==> config.mk <==
export PLATFORM = sky130hd
export DESIGN_NAME = spi_flash_seq
export DESIGN_NICKNAME = d
export VERILOG_FILES = /design/src/rtl/spi_seq_pkg.sv /design/src/rtl/spi_seq_decode.sv /design/src/rtl/spi_seq_engine.sv /design/src/rtl/spi_seq_bytes.sv /design/src/rtl/spi_flash_seq.sv
export SDC_FILE = /design/constraint.sdc
export NUM_CORES = 1
export LEC_CHECK = 0
export CORE_UTILIZATION = 45
export CTS_CLUSTER_SIZE = 24
export DETAILED_ROUTE_END_ITERATION = 10
export DONT_BUFFER_PORTS = 1
export GPL_TIMING_DRIVEN = 0
export MAX_ROUTING_LAYER = met4
export REMOVE_ABC_BUFFERS = 1
export SYNTH_ARGS = -nofsm -noshare
export SYNTH_HDL_FRONTEND = slang
export SYNTH_SLANG_ARGS = --single-unit
export TNS_END_PERCENT = 20
==> constraint.sdc <==
create_clock -name clk_i -period 3 [get_ports clk_i]
set_input_delay 0.45 -clock clk_i [delete_from_list [all_inputs] [get_ports clk_i]]
set_output_delay 0.45 -clock clk_i [all_outputs]
set_load 0.02 [all_outputs]
==> src/rtl/spi_seq_pkg.sv <==
package spi_seq_pkg;

  typedef enum logic [1:0] {
    MODE_READ  = 2'd0,
    MODE_FREAD = 2'd1,
    MODE_WRITE = 2'd2,
    MODE_USER  = 2'd3
  } acc_mode_e;

  typedef enum logic [2:0] {
    PH_IDLE,
    PH_OPC,
    PH_ADDR,
    PH_DUMMY,
    PH_DATA,
    PH_DONE
  } phase_e;

  localparam int CTL_STOP_BIT = 2;
  localparam int CTL_DLO_LSB  = 6;
  localparam int CTL_DHI_BIT  = 14;
  localparam int CTL_OPC_LSB  = 16;
  localparam int CTL_DUAL_BIT = 28;
  localparam int CFG_WEN_LSB  = 16;
  localparam logic [7:0] OPC_DEFAULT = 8'h03;

  typedef struct packed {
    logic       user;
    logic       err;
    logic       wide;
    logic [5:0] n_dummy;
    logic [7:0] opcode;
  } plan_t;

endpackage

==> src/rtl/spi_seq_decode.sv <==
module spi_seq_decode
  import spi_seq_pkg::*;
(
  input  logic [31:0] ctrl_word_i,
  input  logic        is_write_i,
  input  logic        writable_i,
  input  logic        ext_addr_i,
  output plan_t       plan_o
);

  acc_mode_e  mode;
  logic [7:0] raw_opc;
  logic [2:0] dsel;
  logic [5:0] dfull;
  logic [5:0] dcount;
  logic       bad;

  assign mode    = acc_mode_e'(ctrl_word_i[1:0]);
  assign raw_opc = ctrl_word_i[CTL_OPC_LSB +: 8];
  assign dsel    = {ctrl_word_i[CTL_DHI_BIT], ctrl_word_i[CTL_DLO_LSB +: 2]};
  assign dfull   = {dsel, 3'b000};
  assign dcount  = ctrl_word_i[CTL_DUAL_BIT] ? (dfull >> 1) : dfull;

  always_comb begin
    bad = 1'b0;
    if (is_write_i && !writable_i) begin
      bad = 1'b1;
    end else begin
      unique case (mode)
        MODE_READ:  bad = is_write_i;
        MODE_FREAD: bad = is_write_i || (raw_opc == 8'h00);
        MODE_WRITE: bad = !is_write_i || (raw_opc == 8'h00);
        MODE_USER:  bad = 1'b0;
        default:    bad = 1'b1;
      endcase
    end
  end

  always_comb begin
    plan_o         = '0;
    plan_o.user    = (mode == MODE_USER);
    plan_o.err     = bad;
    plan_o.wide    = ext_addr_i;
    plan_o.n_dummy = (mode == MODE_FREAD) ? dcount : 6'd0;
    plan_o.opcode  = ((mode == MODE_READ) && (raw_opc == 8'h00)) ? OPC_DEFAULT : raw_opc;
  end

endmodule

==> src/rtl/spi_seq_engine.sv <==
module spi_seq_engine
  import spi_seq_pkg::*;
(
  input  logic       clk_i,
  input  logic       rst_ni,
  input  logic       start_i,
  input  plan_t      plan_i,
  input  logic [1:0] size_i,
  input  logic       spi_ack_i,
  output phase_e     phase_o,
  output logic [1:0] idx_o,
  output plan_t      plan_o,
  output logic       spi_req_o,
  output logic       fire_o
);

  phase_e     phase_q;
  logic [1:0] idx_q;
  logic [1:0] last_q;
  logic [5:0] dcnt_q;
  plan_t      plan_q;
  logic       fire;

  assign spi_req_o = (phase_q == PH_OPC) || (phase_q == PH_ADDR) ||
                     (phase_q == PH_DUMMY) || (phase_q == PH_DATA);
  assign fire      = spi_req_o && spi_ack_i;

  always_ff @(posedge clk_i or negedge rst_ni) begin
    if (!rst_ni) begin
      phase_q <= PH_IDLE;
      idx_q   <= 2'd0;
      last_q  <= 2'd0;
      dcnt_q  <= 6'd0;
      plan_q  <= '0;
    end else begin
      unique case (phase_q)
        PH_IDLE: if (start_i) begin
          plan_q <= plan_i;
          last_q <= size_i;
          idx_q  <= 2'd0;
          if (plan_i.err)       phase_q <= PH_DONE;
          else if (plan_i.user) phase_q <= PH_DATA;
          else                  phase_q <= PH_OPC;
        end
        PH_OPC: if (fire) begin
          phase_q <= PH_ADDR;
          idx_q   <= plan_q.wide ? 2'd3 : 2'd2;
        end
        PH_ADDR: if (fire) begin
          if (idx_q == 2'd0) begin
            if (plan_q.n_dummy != 6'd0) begin
              phase_q <= PH_DUMMY;
              dcnt_q  <= plan_q.n_dummy;
            end else begin
              phase_q <= PH_DATA;
            end
          end else begin
            idx_q <= idx_q - 2'd1;
          end
        end
        PH_DUMMY: if (fire) begin
          if (dcnt_q == 6'd1) begin
            phase_q <= PH_DATA;
            idx_q   <= 2'd0;
          end else begin
            dcnt_q <= dcnt_q - 6'd1;
          end
        end
        PH_DATA: if (fire) begin
          if (idx_q == last_q) phase_q <= PH_DONE;
          else                 idx_q   <= idx_q + 2'd1;
        end
        PH_DONE: phase_q <= PH_IDLE;
        default: phase_q <= PH_IDLE;
      endcase
    end
  end

  assign phase_o = phase_q;
  assign idx_o   = idx_q;
  assign plan_o  = plan_q;
  assign fire_o  = fire;


  ready_after_ack_chk: assert property (@(posedge clk_i) disable iff (!rst_ni)
    (phase_q == PH_DONE && !plan_q.err) |-> $past(fire));


  dummy_len_chk: assert property (@(posedge clk_i) disable iff (!rst_ni)
    (phase_q == PH_DUMMY) |-> (dcnt_q != 6'd0 && dcnt_q <= plan_q.n_dummy));

endmodule

==> src/rtl/spi_seq_bytes.sv <==
module spi_seq_bytes
  import spi_seq_pkg::*;
(
  input  logic        clk_i,
  input  logic        rst_ni,
  input  logic        start_i,
  input  logic        req_write_i,
  input  logic [31:0] req_addr_i,
  input  logic [31:0] req_wdata_i,
  input  logic [7:0]  dummy_byte_i,
  input  logic [7:0]  opcode_i,
  input  phase_e      phase_i,
  input  logic [1:0]  idx_i,
  input  logic        fire_i,
  input  logic [7:0]  spi_rx_i,
  output logic [7:0]  spi_tx_o,
  output logic [31:0] rdata_o
);

  logic        write_q;
  logic [31:0] addr_q;
  logic [31:0] wdata_q;
  logic [31:0] rdata_q;
  logic [4:0]  bsel;

  assign bsel = {idx_i, 3'b000};

  always_ff @(posedge clk_i or negedge rst_ni) begin
    if (!rst_ni) begin
      write_q <= 1'b0;
      addr_q  <= '0;
      wdata_q <= '0;
      rdata_q <= '0;
    end else if (start_i) begin
      write_q <= req_write_i;
      addr_q  <= req_addr_i;
      wdata_q <= req_wdata_i;
      rdata_q <= '0;
    end else if (fire_i && phase_i == PH_DATA && !write_q) begin
      rdata_q[bsel +: 8] <= spi_rx_i;
    end
  end

  always_comb begin
    unique case (phase_i)
      PH_OPC:   spi_tx_o = opcode_i;
      PH_ADDR:  spi_tx_o = addr_q[bsel +: 8];
      PH_DUMMY: spi_tx_o = dummy_byte_i;
      PH_DATA:  spi_tx_o = write_q ? wdata_q[bsel +: 8] : 8'h00;
      default:  spi_tx_o = 8'h00;
    endcase
  end

  assign rdata_o = rdata_q;


  rx_ignored_chk: assert property (@(posedge clk_i) disable iff (!rst_ni)
    (!start_i && phase_i != PH_DATA) |=> $stable(rdata_q));

endmodule

==> src/rtl/spi_flash_seq.sv <==
module spi_flash_seq
  import spi_seq_pkg::*;
#(
  parameter int NUM_CS = 2,
  localparam int CS_W  = (NUM_CS > 1) ? $clog2(NUM_CS) : 1
) (
  input  logic                 clk_i,
  input  logic                 rst_ni,
  input  logic [31:0]          cfg_i,
  input  logic [32*NUM_CS-1:0] ctrl_i,
  input  logic [NUM_CS-1:0]    ext_addr_i,
  input  logic [31:0]          dummy_word_i,
  input  logic                 req_valid_i,
  input  logic                 req_write_i,
  input  logic [CS_W-1:0]      req_cs_i,
  input  logic [31:0]          req_addr_i,
  input  logic [1:0]           req_size_i,
  input  logic [31:0]          req_wdata_i,
  output logic                 rsp_ready_o,
  output logic [31:0]          rsp_rdata_o,
  output logic                 rsp_err_o,
  output logic [NUM_CS-1:0]    spi_cs_no,
  output logic                 spi_req_o,
  output logic [7:0]           spi_tx_o,
  input  logic                 spi_ack_i,
  input  logic [7:0]           spi_rx_i
);

  logic [31:0]       ctrl_sel;
  logic [NUM_CS-1:0] wen_vec;
  logic              start;
  plan_t             plan_new;
  plan_t             plan_q;
  phase_e            phase;
  logic [1:0]        idx;
  logic              fire;
  logic [CS_W-1:0]   cs_q;
  logic              busy_addr;
  logic [NUM_CS-1:0] sel_low;

  assign ctrl_sel = ctrl_i[{req_cs_i, 5'd0} +: 32];
  assign wen_vec  = cfg_i[CFG_WEN_LSB +: NUM_CS];
  assign start    = req_valid_i && (phase == PH_IDLE);

  spi_seq_decode u_decode (
    .ctrl_word_i (ctrl_sel),
    .is_write_i  (req_write_i),
    .writable_i  (wen_vec[req_cs_i]),
    .ext_addr_i  (ext_addr_i[req_cs_i]),
    .plan_o      (plan_new)
  );

  spi_seq_engine u_engine (
    .clk_i     (clk_i),
    .rst_ni    (rst_ni),
    .start_i   (start),
    .plan_i    (plan_new),
    .size_i    (req_size_i),
    .spi_ack_i (spi_ack_i),
    .phase_o   (phase),
    .idx_o     (idx),
    .plan_o    (plan_q),
    .spi_req_o (spi_req_o),
    .fire_o    (fire)
  );

  spi_seq_bytes u_bytes (
    .clk_i        (clk_i),
    .rst_ni       (rst_ni),
    .start_i      (start),
    .req_write_i  (req_write_i),
    .req_addr_i   (req_addr_i),
    .req_wdata_i  (req_wdata_i),
    .dummy_byte_i (dummy_word_i[7:0]),
    .opcode_i     (plan_q.opcode),
    .phase_i      (phase),
    .idx_i        (idx),
    .fire_i       (fire),
    .spi_rx_i     (spi_rx_i),
    .spi_tx_o     (spi_tx_o),
    .rdata_o      (rsp_rdata_o)
  );

  always_ff @(posedge clk_i or negedge rst_ni) begin
    if (!rst_ni)    cs_q <= '0;
    else if (start) cs_q <= req_cs_i;
  end

  assign busy_addr = !plan_q.user && (phase != PH_IDLE) && (phase != PH_DONE);

  for (genvar g = 0; g < NUM_CS; g++) begin : g_cs
    logic [31:0] word;
    logic        is_user;
    assign word         = ctrl_i[32*g +: 32];
    assign is_user      = (word[1:0] == MODE_USER);
    assign spi_cs_no[g] = is_user ? word[CTL_STOP_BIT]
                                  : !(busy_addr && cs_q == CS_W'(g));
    assign sel_low[g]   = !is_user && !spi_cs_no[g];
  end

  assign rsp_ready_o = (phase == PH_DONE);
  assign rsp_err_o   = plan_q.err;


  tx_hold_chk: assert property (@(posedge clk_i) disable iff (!rst_ni)
    (spi_req_o && !spi_ack_i) |=> (spi_req_o && $stable(spi_tx_o)));


  one_sel_chk: assert property (@(posedge clk_i) disable iff (!rst_ni)
    $countones(sel_low) <= 1);


  ready_pulse_chk: assert property (@(posedge clk_i) disable iff (!rst_ni)
    rsp_ready_o |=> !rsp_ready_o);


  err_quiet_chk: assert property (@(posedge clk_i) disable iff (!rst_ni)
    (rsp_ready_o && rsp_err_o) |-> !$past(spi_req_o));

endmodule

# [Word-level counts from Yosys, hierarchy flattened]
# Index checks and enable logic that the tools add are counted.
[word_totals] regBits=128 out_inout_bits=45 input_bits=210
[classes] reduce_logical=34 order_cmp=1 addsub=4 n_shift=5 mux=44 n_eq_ne=25 n_bitwise=1
[op_table] operator="$mux W32" count=2
[op_table] operator="$shiftx A32 B6 Y8" count=2
[op_table] operator="$shiftx A64 B7 Y29" count=1
[op_table] operator="$mux W6" count=7
[op_table] operator="$mux W3" count=11
[op_table] operator="$bwmux W32" count=1
[op_table] operator="$pmux W8 S4" count=1
[op_table] operator="$shift A8 B7 Y32 const A" count=1
[op_table] operator="$shiftx A8 B7 Y32" count=1
[op_table] operator="$mux W2" count=8
[op_table] operator="$mux W8" count=2
[op_table] operator="$ne A2 B2 Y1 const B" count=8
[op_table] operator="$pmux W3 S5" count=1
[op_table] operator="$pmux W6 S2" count=1
[op_table] operator="$logic_and A1 B1 Y1" count=10
[op_table] operator="$pmux W2 S5" count=1
[op_table] operator="$reduce_and A9 Y1" count=1
[op_table] operator="$eq A2 B2 Y1 const B" count=4
[op_table] operator="$logic_not A8 Y1" count=1
[op_table] operator="$mux W1" count=8
[op_table] operator="$ne A2 B1 Y1 const B" count=4
[op_table] operator="$reduce_and A8 Y1" count=1
[op_table] operator="$neg A5 Y7" count=1
[op_table] operator="$eq A3 B2 Y1 const B" count=2
[op_table] operator="other kinds (22)" count=34

# [Depth between registers and ports, before layout]
# Gate-level depths: netlist of run 1.
[depth] ltp_word=9 depth_mapped=10 depth_no_buf=7

# [Cells and area by module]
# A second synthesis of run 1 with hierarchy kept.
[hier_totals] cells_unflattened=615 area_unflattened_um2=7228.2
[by_module_without_submodules] mod="spi_seq_bytes" area_each_um2=4847.1 n_inst=1 cells_each=368
[by_module_without_submodules] mod="spi_seq_engine" area_each_um2=1594.0 n_inst=1 cells_each=159
[by_module_without_submodules] mod="spi_flash_seq" area_each_um2=548.0 n_inst=1 cells_each=53
[by_module_without_submodules] mod="spi_seq_decode" area_each_um2=239.0 n_inst=1 cells_each=35

# [Worst setup path before layout of run 1]
# Ideal clock, no wire load.
[synth_path] kind="reg2reg" startpoint="register u_engine.idx_q[0] (netlist: u_engine.idx_o[0])" endpoint="register u_bytes.rdata_q[24] (netlist: u_bytes.rdata_o[24])" path_stages_with_launch=10 period_less_slack_ns=2.469 setup_slack_ns=0.531 path_buffers=4 t_arrival_ns=2.403 setup_ns=0.066 cell_sequence="dfrtp_1 buf_2 buf_4 buf_2 inv_1 ha_1 nor4_1 and2_1 clkbuf_1 a22o_1"
[synth_via] elab_chain_cells=5
[synth_rtl] item="start, declared" line="spi_seq_engine.sv:18" rtl="logic [1:0] idx_q;"
[synth_rtl] item="start signal, assigned" line="spi_seq_engine.sv:47" rtl="idx_q <= plan_q.wide ? 2'd3 : 2'd2;"
[synth_rtl] item="start signal, assigned" line="spi_seq_engine.sv:58" rtl="idx_q <= idx_q - 2'd1;"
[synth_rtl] item="start signal, assigned" line="spi_seq_engine.sv:71" rtl="else idx_q <= idx_q + 2'd1;"
[synth_rtl] item="$neg A5 Y7 (*)" line="spi_seq_bytes.sv:40" rtl="rdata_q[bsel +: 8] <= spi_rx_i;"
[synth_rtl] item="$shiftx A8 B7 Y32 / $shift A8 B7 Y32 (equally long branches)" line="spi_seq_bytes.sv:40"
[synth_rtl] item="$bwmux W32 (*)" line="spi_seq_bytes.sv:40"
[synth_rtl] item="$mux W32 (*)" line="spi_seq_bytes.sv:39" rtl="end else if (fire_i && phase_i == PH_DATA && !write_q) begin"
[synth_rtl] item="$mux W32 (*)" line="spi_seq_bytes.sv:34" rtl="end else if (start_i) begin"
[synth_rtl] item="end signal, assigned by index" line="spi_seq_bytes.sv:40"
[synth_rtl] item="end, declared" line="spi_seq_bytes.sv:23" rtl="logic [31:0] rdata_q;"
# Mark *: on every way between the ends. The rest lies on a longest branch, timed or not. The select of a mux whose other input is x is not followed.
# A chain may end at the register's enable or synchronous reset.

# [Worst setup path after layout of run 1]
[layout_path] startpoint="register u_engine.idx_q[0] (netlist: u_engine.idx_o[0])" endpoint="output port spi_tx_o[1]"
[layout_via] elab_chain_cells=3
[layout_rtl] item="$shiftx A32 B6 Y8" line="spi_seq_bytes.sv:49" rtl="PH_DATA: spi_tx_o = write_q ? wdata_q[bsel +: 8] : 8'h00;"
[layout_rtl] item="$mux W8" line="spi_seq_bytes.sv:49"
[layout_rtl] item="$pmux W8 S4 (*)" line="spi_seq_bytes.sv:45" rtl="unique case (phase_i)"
[layout_rtl] item="end, declared" line="spi_flash_seq.sv:24" rtl="output logic [7:0] spi_tx_o,"
# Mark *: on every way between the ends. The rest lies on a longest branch, timed or not.

==> results of run 1 <==
[flip-flops by register name, summed over array words and instances, names as in the netlist]
register          count
u_engine.last_q       2
cs_q                  1
u_engine.idx_o        2
u_bytes.addr_q       32
u_bytes.wdata_q      32
u_bytes.write_q       1
u_bytes.rdata_o      32
u_engine.phase_o      3
u_engine.dcnt_q       6
u_engine.plan_o      15
[kinds of logic (layout without fill, tap and decap cells)]
family                     Yosys count  count (layout)  synth area share [%]
buffers and inverters               57              55                  3.85
muxes                               35              35                  8.80
xor gates and xnor gates             5               5                 0.695
adders and majority gates           11              11                  2.19
DFF                                126             126                  50.1
and+or+nand+nor                    332             332                  22.2
AOI/OAI and AO/OA                  108             108                  12.2
[synth_stat cells, drive strengths merged (2+ instances only)]
cell,n,area share [%]
mux4,16,5.7
o22ai,8,0.79
and2,4,0.40
a22o,29,4.0
a22oi,9,1.1
o21ai,14,1.1
and4,2,0.28
nand2,253,15
nor3,6,0.66
nor3b,2,0.24
or4,2,0.30
or3,2,0.20
nand3,3,0.24
mux2,3,0.54
clkbuf,14,0.83
nand3b,2,0.24
o211ai,2,0.24
nor2b,5,0.50
nor4,5,0.74
ha,11,2.2
nor2,40,2.4
buf,26,2.0
xor2,4,0.56
inv,17,1.0
o22a,2,0.28
nand4,3,0.30
a31oi,4,0.40
a32o,3,0.48
a21oi,26,2.2
dfrtp,126,50
mux2i,16,2.5
[area by class of cell]
class,instances,area share (%)
Clock inverter,15,2.59
Sequential cell,126,44.4
Clock buffer,17,5.98
Inverter,17,0.950
Timing Repair Buffer,6,1.06
Tap cell,176,3.10
Multi-Input combinational cell,491,41.9
[worst max path at each step]
stage / start / endpoint
after floorplan: u_engine.phase_o[2] / u_bytes.rdata_o[16]
after global placement: u_engine.phase_o[2] / u_bytes.rdata_o[16]
after detailed placement: u_engine.phase_o[0] / spi_tx_o[0]
after CTS: u_engine.idx_o[0] / spi_tx_o[1]
after global routing: u_engine.phase_o[0] / spi_tx_o[2]
final: u_engine.idx_o[0] / spi_tx_o[1]
[worst max-delay path, stage by stage (launching register included)]
cell and delay, ns:
dfrtp_4 0.75, mux4_2 0.59, nand2_1 0.08, nand2_1 0.05
a22oi_1 0.19, o22ai_2 0.19
[power groups by stage]
stage	Combinational [W]	Clock (W)	Sequential (W)
global placement	0.00247	0	0.00295
finish	0.00261	0.00211	0.00298
floorplan	0.00203	0	0.00277
global route	0.00296	0.00223	0.00309
detailed placement	0.00255	0	0.00299
CTS	0.00264	0.00215	0.00298
[through the flow]
| stage | instance area, um2 | hold WS [ns] | setup WS (ns) | total power (W) | instances |
|---|---|---|---|---|---|
| after floorplan | 6120 | 0.154 | -0.993 | 0.00480 | 634 |
| after global placement | 6340 | 0.159 | -2.39 | 0.00542 | 810 |
| after detailed placement | 6420 | 0.161 | -0.363 | 0.00553 | 815 |
| after CTS | 7100 | -0.287 | 0.00648 | 0.00777 | 848 |
| after global routing | 7110 | -0.292 | 0.111 | 0.00828 | 848 |
| final | 7110 | -0.266 | 0.259 | 0.00771 | 848 |
[routing by layer]
layer  wire length, um  share of wire (%)  up-vias
met3              1230                7.8       20
met2              7500                 48      158
met4               231                1.5        0
met5                 0                  0        -
li1                  -                  -     2272
met1              6790                 43     2327
[what timing repair did]
| item | 4_1_cts | 5_1_grt |
|---|---|---|
| setup buffers | 1 | 0 |
| gates resized for setup | 15 | 2 |
| endpoints found under the hold margin | 126 | 126 |
| setup endpoints to repair | 8 | 11 |
==> qor.log, run 1 <==
[layout] total area of multi-input combinational cells 0.00298 mm2
[layout] layout overhead on the synthesized area 12.9%
[layout] Antenna Diode Count 0
[synthesis] leading register cell type out of synthesis dfrtp_1
[layout] most common library cell in the layout ignoring fill and taps nand2_1
[sta] setup-violating endpoint count in the final report 0
[sta] final total negative setup slack 0 ns
[synthesis] number of distinct library cells after synthesis 55
[setup_path] CP Capture Type output port
[synthesis] sequential fraction of the synthesis area 50.1%
[power] leakage dissipation 3.39 nW
[global_route] met3 usage in global routing 8.96%
[detailed_routing] post-DR vias/cell 5.63
[detailed_routing] Final ANT Viol Nets 0
[global_route] highest-utilization routing layer at the global route stage met2
[sta] count of final hold-check violations 126
[synthesis] number of flops mapped to enable cells by yosys 0
[floorplan] horizontal die dimension 120 um
[setup_path] type of the worst setup path reg -> out
[floorplan] chip height 120 um
[clock_tree] clock slew seen by the registers of the worst setup and hold paths 0.06 ns
[synthesis] post-synthesis cell area 0.00630 mm2
[sta] Clock Skews 0.00886 ns
[setup_path] data arrival time of the critical path 2.29 ns
[clock_tree] root cell of the clock tree clkbuf_16
[global_route] grt total ovfl 0
[setup_path] required time at the endpoint of the critical path 2.55 ns
[placement] HPWL after detailed placement 10.8 mm
[synthesis] Post-Synthesis Cells 674
[detailed_routing] violation count after the first detailed-route iteration 201
[layout] final standard cell utilization of the core 52.9%
[sta] minimum hold slack -0.266 ns
[sta] max_slew headroom 42.2%
[clock_tree] level count of the clock H-tree 4
[synthesis] Synth async-reset ratio 100%
[synthesis] yosys synthesis warning count 0
[placement] I/O Buffers 0
[sta] highest clock rate 0.365 GHz
[setup_path] R2R depth 5
[clock_tree] clock tree from TritonCTS done
[power] maximum vdd drop 0.505 mV
[layout] nets 880
[global_route] global-route wire length before repair 25.6 mm
[synthesis] number of flip-flops and latches in the synthesized netlist 126
[global_route] global routing usage summed across all routing layers 24.0%
[global_route] initial antenna violation count 0
[layout] Layout fillers 1302
[status] outcome complete, but fails checks
[power] proportion of total power due to net switching 38.3%
[detailed_routing] overall via count from detail_route 4777
[power] share of power burned in registers 38.7%
[clock_tree] number of buffers created by CTS 17
[power] Power Density 1080 mW/mm2
[detailed_routing] wire length reported by the detailed router 15.8 mm
[floorplan] starting density of the core 46.8%
[clock_tree] source-to-sink clock delay at the later pin of the worst-skew pair 0.42 ns
[clock_tree] CTS sink count 126
[status] violated checks hold timing
[job] maximum capacitance violations 0
[power] clock network power share 27.4%
[setup_path] startpoint types flip-flop
[detailed_routing] DR DRC count 0
[setup_path] flop2flop setup slack 0.36 ns
[setup_path] worst reg2reg endpoint u_engine.idx_o[0]
[clock_tree] deepest clock path buffer count 2
[synthesis] average instance area after synthesis 9.34 um2
[layout] highest-count cells in the layout ignoring fill and taps nand2_1, dfrtp_1, nor2_1
[sta] setup repair after global routing missed its margin false
[worst_hold_path] kind of path behind the tightest hold check in -> async
[sta] Worst-Margin Slew 0.867 ns
[floorplan] Cell Rows 42
[detailed_routing] DR WL/cell 18.6 um
[power] combinational share of power 33.9%
[setup_path] biggest fanout along the worst timing path 28
[floorplan] Core Box Area 0.0135 mm2
[sta] crit path time final 2.74 ns
[global_route] maximum number of pins on one net before global-route repair 127
[placement] final weighted congestion in routability-driven placement 0.801
[setup_path] R2R Path Start u_engine.phase_o[1]
[layout] storage element area 0.00316 mm2
[global_route] met1 layer usage reported by global route 29.0%
[floorplan] boundary pin count 255
[power] Int Pwr 0.00475 W
[global_route] met2 layer usage reported by global route 37.0%
[floorplan] DIE AREA 0.0145 mm2
[detailed_routing] TritonRoute pass-1 iters 6
[sta] Final Max Tran Viols 0
[global_route] via count of the first global-routing pass 4924
[layout] ratio of cells with drive above 1 in the final layout 12.1%
[sta] post-route clock period utilization 91.4%
[power] net switching power figure 0.00295 W
Power figures use the tool's default switching activity.
==> inputs of run 2 (changes only) <==
--- a/config.mk
+++ b/config.mk
@@ -12,6 +12,7 @@
 export GPL_TIMING_DRIVEN = 0
 export MAX_ROUTING_LAYER = met4
 export REMOVE_ABC_BUFFERS = 1
+export SLEW_MARGIN = 20
 export SYNTH_ARGS = -nofsm -noshare
 export SYNTH_HDL_FRONTEND = slang
 export SYNTH_SLANG_ARGS = --single-unit
==> run 2 against run 1 <==
The run still ends with hold timing left. Die area is the same. Clock skew is 0.0037 ns lower. Flip-flop and latch count unchanged. Maximum frequency grew 0.50%. Critical path depth down 2. Final cell count up 0.35%. Clock power is 8% higher. Register-to-register slack is essentially flat. Global-route usage decreased by 0.41 points. Sequential power fell by 2%. Wire length is 0.29% higher. Critical endpoint is now spi_tx_o[6]. Largest power group unchanged.
==> qor.log, run 2 (synthesis gave the netlist of run 1 again) <==
[layout] nets 883
[sta] Clock Skews 0.00518 ns
[layout] most common library cell in the layout ignoring fill and taps nand2_1
[sta] max_slew headroom 45.8%
[global_route] global routing usage summed across all routing layers 23.5%
[setup_path] data arrival time of the critical path 2.28 ns
[sta] setup repair after global routing missed its margin false
[setup_path] flop2flop setup slack 0.36 ns
[setup_path] startpoint types flip-flop
[layout] layout overhead on the synthesized area 14.3%
[power] maximum vdd drop 0.637 mV
[layout] Antenna Diode Count 0
[job] maximum capacitance violations 0
[global_route] global-route wire length before repair 25.4 mm
[layout] Layout fillers 1261
[worst_hold_path] kind of path behind the tightest hold check in -> async
[clock_tree] deepest clock path buffer count 2
[setup_path] R2R depth 5
[sta] Worst-Margin Slew 0.813 ns
[setup_path] CP max stage cell dfrtp_1
[global_route] maximum number of pins on one net before global-route repair 127
[detailed_routing] DR DRC count 0
[detailed_routing] violation count after the first detailed-route iteration 283
[sta] crit path time final 2.73 ns
[setup_path] CP Capture Type output port
[sta] post-route clock period utilization 90.9%
[clock_tree] root cell of the clock tree clkbuf_16
[setup_path] R2R Path Start u_engine.phase_o[1]
[setup_path] Worst setup startpoint u_engine.phase_o[1]
[floorplan] chip height 120 um
[setup_path] number of cells on the critical path 3
[floorplan] horizontal die dimension 120 um
[placement] final weighted congestion in routability-driven placement 0.801
[setup_path] Buf/Inv on CP 0
[placement] I/O Buffers 0
[clock_tree] level count of the clock H-tree 4
[status] violated checks hold timing
[clock_tree] clock slew seen by the registers of the worst setup and hold paths 0.06 ns
[clock_tree] CTS sink count 126
[detailed_routing] overall via count from detail_route 4780
[global_route] initial antenna violation count 0
[layout] storage element area 0.00316 mm2
[global_route] via count of the first global-routing pass 4976
[sta] count of final hold-check violations 126
[layout] cell area after layout 0.00720 mm2
[placement] HPWL after detailed placement 11.0 mm
[floorplan] Cell Rows 42
[sta] minimum hold slack -0.266 ns
[status] outcome complete, but fails checks
[floorplan] boundary pin count 255
[clock_tree] clock tree from TritonCTS done
[setup_path] type of the worst setup path reg -> out
[setup_path] biggest fanout along the worst timing path 20
[placement] standard cell area after detailed placement 0.00646 mm2
[setup_path] worst setup path end spi_tx_o[6]
[setup_path] critical-path cell list nor2_4 > nand3_2 > o22ai_2
[clock_tree] number of buffers created by CTS 17
[detailed_routing] Final ANT Viol Nets 0
[detailed_routing] DR WL/cell 18.6 um
[layout] highest-count cells in the layout ignoring fill and taps nand2_1, dfrtp_1, nor2_1
[power] leakage dissipation 3.43 nW
[clock_tree] source-to-sink clock delay at the later pin of the worst-skew pair 0.41 ns
[setup_path] kind of cell adding the most delay to the critical path simple AND/OR/NAND/NOR gates
[sta] setup-violating endpoint count in the final report 0
[sta] highest clock rate 0.367 GHz
[setup_path] Worst path max stage delay 0.67 ns
[setup_path] worst reg2reg endpoint u_engine.idx_o[0]
[setup_path] required time at the endpoint of the critical path 2.55 ns
[floorplan] starting density of the core 46.8%
[floorplan] DIE AREA 0.0145 mm2
[detailed_routing] post-DR vias/cell 5.62
[layout] ratio of cells with drive above 1 in the final layout 12.4%
[detailed_routing] wire length reported by the detailed router 15.8 mm
[layout] total area of multi-input combinational cells 0.00298 mm2
[sta] Final Max Tran Viols 0
[detailed_routing] TritonRoute pass-1 iters 4
[power] Power Density 1100 mW/mm2
[floorplan] Core Box Area 0.0135 mm2
[global_route] grt total ovfl 0
[run 2: cell types whose count changed in the layout (fill, tap and decap cells not counted)]
cell / change
buf_12: +2
buf_4: +2
buf_8: -2
bufinv_16: +2
inv_6: -2
buf_6: +1
clkinv_2: -1
clkinv_4: +1
clkinvlp_4: -1
dfrtp_2: +1
dfrtp_4: -1
inv_8: +1
[run 2: worst min-delay path by stage]
| stage | startpoint | endpoint | slack (ns) | depth (start not counted) |
|---|---|---|---|---|
| global placement | rst_ni | u_engine.plan_o[12] | 0.16 | 0 |
| floorplan | rst_ni | cs_q | 0.15 | 0 |
| global route | rst_ni | u_engine.dcnt_q[2] | -0.28 | 0 |
| detailed placement | rst_ni | u_engine.dcnt_q[4] | 0.16 | 0 |
| finish | rst_ni | u_engine.dcnt_q[4] | -0.27 | 0 |
| CTS | rst_ni | u_engine.dcnt_q[4] | -0.28 | 0 |
[run 2: layout make-up]
cell class | instances | area share [%]
sequential | 126 | 43.9
multi-input combinational | 491 | 41.4
clock buffer | 17 | 5.91
clock inverter | 15 | 3.25
tap | 176 | 3.06
timing repair buffer | 9 | 1.55
inverter | 17 | 0.939
[run 2: timing repair]
action / in CTS / in global routing
gates cloned: 0 / 0
setup buffers: 1 / 0
hold endpoints to repair: 126 / 126
setup endpoints to repair: 8 / 8
gates resized for setup: 8 / 8
[run 2: power by group]
group	total, W	leakage (nW)	switching (W)	internal, W
Combinational	0.00272	1.51	0.00156	0.00116
Sequential	0.00293	1.61	0.000618	0.00231
Clock	0.00227	0.316	0.000786	0.00149
Total	0.00793	3.43	0.00297	0.00496
[run 2: per-layer routing]
layer / global-route usage, % / part of all wire (%) / up-vias
met4: 8.41 / 1.9 / 0
met3: 8.16 / 8.5 / 25
met2: 36.7 / 47 / 165
li1: - / - / 2273
met1: 28.4 / 43 / 2317
met5: - / 0 / -
[run 2: worst register-to-register path, delay by kind of cell (launching register included)]
kind / cells / cell delay, ns
DFF: 1 / 0.87
and+or+nand+nor: 2 / 0.93
AOI/OAI and AO/OA: 2 / 0.55
muxes: 1 / 0.21
[run 2: through the flow]
step / std cells / setup TNS (ns) / total power, W / setup slack, ns / util, %
global route: 851 / 0 / 0.00847 / 0.124 / 53.5
global placement: 810 / -191.35 / 0.00542 / -2.39 / 47.1
floorplan: 634 / -56.22 / 0.00480 / -0.993 / -
CTS: 851 / -0.630 / 0.00794 / -0.136 / 53.2
finish: 851 / 0 / 0.00793 / 0.273 / 53.5
detailed placement: 818 / -2.47 / 0.00558 / -0.355 / 48.0
==> inputs of run 3 (changes only) <==
--- a/config.mk
+++ b/config.mk
@@ -5,6 +5,7 @@
 export SDC_FILE = /design/constraint.sdc
 export NUM_CORES = 1
 export LEC_CHECK = 0
+export CAP_MARGIN = 15
 export CORE_UTILIZATION = 45
 export CTS_CLUSTER_SIZE = 24
 export DETAILED_ROUTE_END_ITERATION = 10
==> constraint.sdc (replaced) <==
create_clock -name clk_i -period 3 [get_ports clk_i]
set_input_delay 0.3 -clock clk_i [delete_from_list [all_inputs] [get_ports clk_i]]
set_output_delay 0.3 -clock clk_i [all_outputs]
set_load 0.02 [all_outputs]
==> run 3 against run 2 <==
The flow still finishes with violations (hold timing). Wire length up 3.9%. Sequential share of layout area down 3.2 points. Combinational power up 3%. Critical path depth unchanged. Global-route usage up 1.1 points.
==> qor.log, run 3 (synthesis gave the netlist of run 1 again) <==
[layout] Layout fillers 1196
[setup_path] biggest fanout along the worst timing path 20
[setup_path] data arrival time of the critical path 2.44 ns
[clock_tree] clock slew seen by the registers of the worst setup and hold paths 0.06 ns
[layout] layout overhead on the synthesized area 23.2%
[layout] final standard cell utilization of the core 57.7%
[layout] ratio of cells with drive above 1 in the final layout 11.6%
[sta] setup repair after global routing missed its margin false
[floorplan] horizontal die dimension 120 um
[power] maximum vdd drop 0.652 mV
[status] outcome complete, but fails checks
[floorplan] boundary pin count 255
[layout] highest-count cells in the layout ignoring fill and taps nand2_1, dfrtp_1, dlygate4sd3_1
[floorplan] starting density of the core 46.8%
[floorplan] chip height 120 um
[sta] minimum hold slack -0.417 ns
[floorplan] Cell Rows 42
[setup_path] type of the worst setup path reg -> out
[global_route] global-route wire length before repair 26.7 mm
[placement] final weighted congestion in routability-driven placement 0.801
[detailed_routing] Final ANT Viol Nets 0
[detailed_routing] post-DR vias/cell 5.59
[setup_path] R2R depth 5
[setup_path] number of cells on the critical path 3
[detailed_routing] overall via count from detail_route 5079
[sta] Final Max Tran Viols 0
[sta] setup-violating endpoint count in the final report 0
[clock_tree] clock tree from TritonCTS done
[detailed_routing] wire length reported by the detailed router 16.4 mm
[layout] Antenna Diode Count 0
[placement] I/O Buffers 0
[sta] crit path time final 2.74 ns
[setup_path] critical-path cell list nor2_4 > nand3_1 > o22ai_2
[layout] nets 940
[power] leakage dissipation 3.67 nW
[detailed_routing] detailed route wirelength on metal3 1.13 mm
[job] maximum capacitance violations 0
[sta] Clock Skews 0.00614 ns
[clock_tree] level count of the clock H-tree 4
[global_route] global routing usage summed across all routing layers 24.6%
[clock_tree] number of buffers created by CTS 17
[status] violated checks hold timing
[global_route] grt total ovfl 0
[setup_path] kind of cell adding the most delay to the critical path simple AND/OR/NAND/NOR gates
[global_route] via count of the first global-routing pass 5314
[clock_tree] CTS sink count 126
[clock_tree] root cell of the clock tree clkbuf_16
[clock_tree] source-to-sink clock delay at the later pin of the worst-skew pair 0.41 ns
[setup_path] Worst path max stage delay 0.68 ns
[power] total power of the final layout 0.00801 W
[detailed_routing] DR WL/cell 18.1 um
[clock_tree] deepest clock path buffer count 2
[detailed_routing] TritonRoute pass-1 iters 4
[sta] highest clock rate 0.365 GHz
[detailed_routing] Top Layer Used met4
[sta] Worst-Margin Slew 0.822 ns
[detailed_routing] routed metal-1 wirelength 7.03 mm
[setup_path] CP Capture Type output port
[global_route] maximum number of pins on one net before global-route repair 127
[setup_path] startpoint types flip-flop
[detailed_routing] detailed-routed wire length on met2 7.97 mm
[sta] max_slew headroom 45.2%
[worst_hold_path] kind of path behind the tightest hold check in -> async
[floorplan] DIE AREA 0.0145 mm2
[setup_path] Buf/Inv on CP 0
[floorplan] Core Box Area 0.0135 mm2
[global_route] initial antenna violation count 0
[sta] post-route clock period utilization 91.3%
[setup_path] CP max stage cell dfrtp_1
[layout] most common library cell in the layout ignoring fill and taps nand2_1
[detailed_routing] DR DRC count 0
[setup_path] required time at the endpoint of the critical path 2.70 ns
[placement] HPWL after detailed placement 11.0 mm
[detailed_routing] violation count after the first detailed-route iteration 257
[clock_tree] count of hold buffers inserted by post-cts repair 55
[sta] count of final hold-check violations 126
[power] Power Density 1030 mW/mm2
run 3: through the flow:
stage	setup slack, ns	instance area, um2	hold slack (ns)	std cells	setup TNS [ns]
floorplan	-0.993	6120	0.00441	634	-56.22
CTS	0.00722	7690	-0.426	905	0
global route	0.107	7760	-0.430	908	0
finish	0.260	7760	-0.417	908	0
global placement	-2.39	6340	0.00937	810	-190.15
detailed placement	-0.205	6460	0.0113	818	-1.27
run 3: where the power goes:
group	internal [W]	total [W]	switching (W)	leakage, nW
registers	0.00231	0.00293	0.000619	1.61
logic	0.00122	0.00280	0.00158	1.75
clock network	0.00149	0.00228	0.000793	0.316
run 3: area by class of cell:
type | instances | area, um2 | share of cell area (%)
repair buffers | 66 | 677 | 8.73
clock inverters | 15 | 234 | 3.02
multi-input cells | 491 | 2970 | 38.3
clock buffers | 17 | 425 | 5.48
flip-flops and latches | 126 | 3160 | 40.7
well taps | 176 | 220 | 2.84
inverters | 17 | 67.6 | 0.871
run 3: path summary, 6_finish.rpt:
check | startpoint | slack (ns) | to
setup / recovery | u_engine.phase_o[1] | 0.26 | spi_tx_o[6]
hold / removal | rst_ni | -0.42 | u_engine.dcnt_q[4]
setup reg to reg | u_engine.phase_o[1] | 0.37 | u_engine.idx_o[0]
hold reg to reg | u_bytes.addr_q[23] | 0.47 | u_bytes.addr_q[23]
max in group asynchronous | rst_ni | 3.27 | u_bytes.addr_q[24]
min in group clk_i | req_wdata_i[5] | 0.01 | u_bytes.wdata_q[5]
run 3: routing by layer:
metal  track usage (%)  vias to the layer above
met5                 -                        -
met3              7.50                       27
met4              8.10                        0
met1              29.7                     2505
met2              39.6                      162
li1                  -                     2385
run 3: timing repair:
action / CTS / global route
setup endpoints to repair: 8 / 6
resized for setup: 6 / 9
hold endpoints to repair: 181 / 126
buffers inserted: 0 / 3
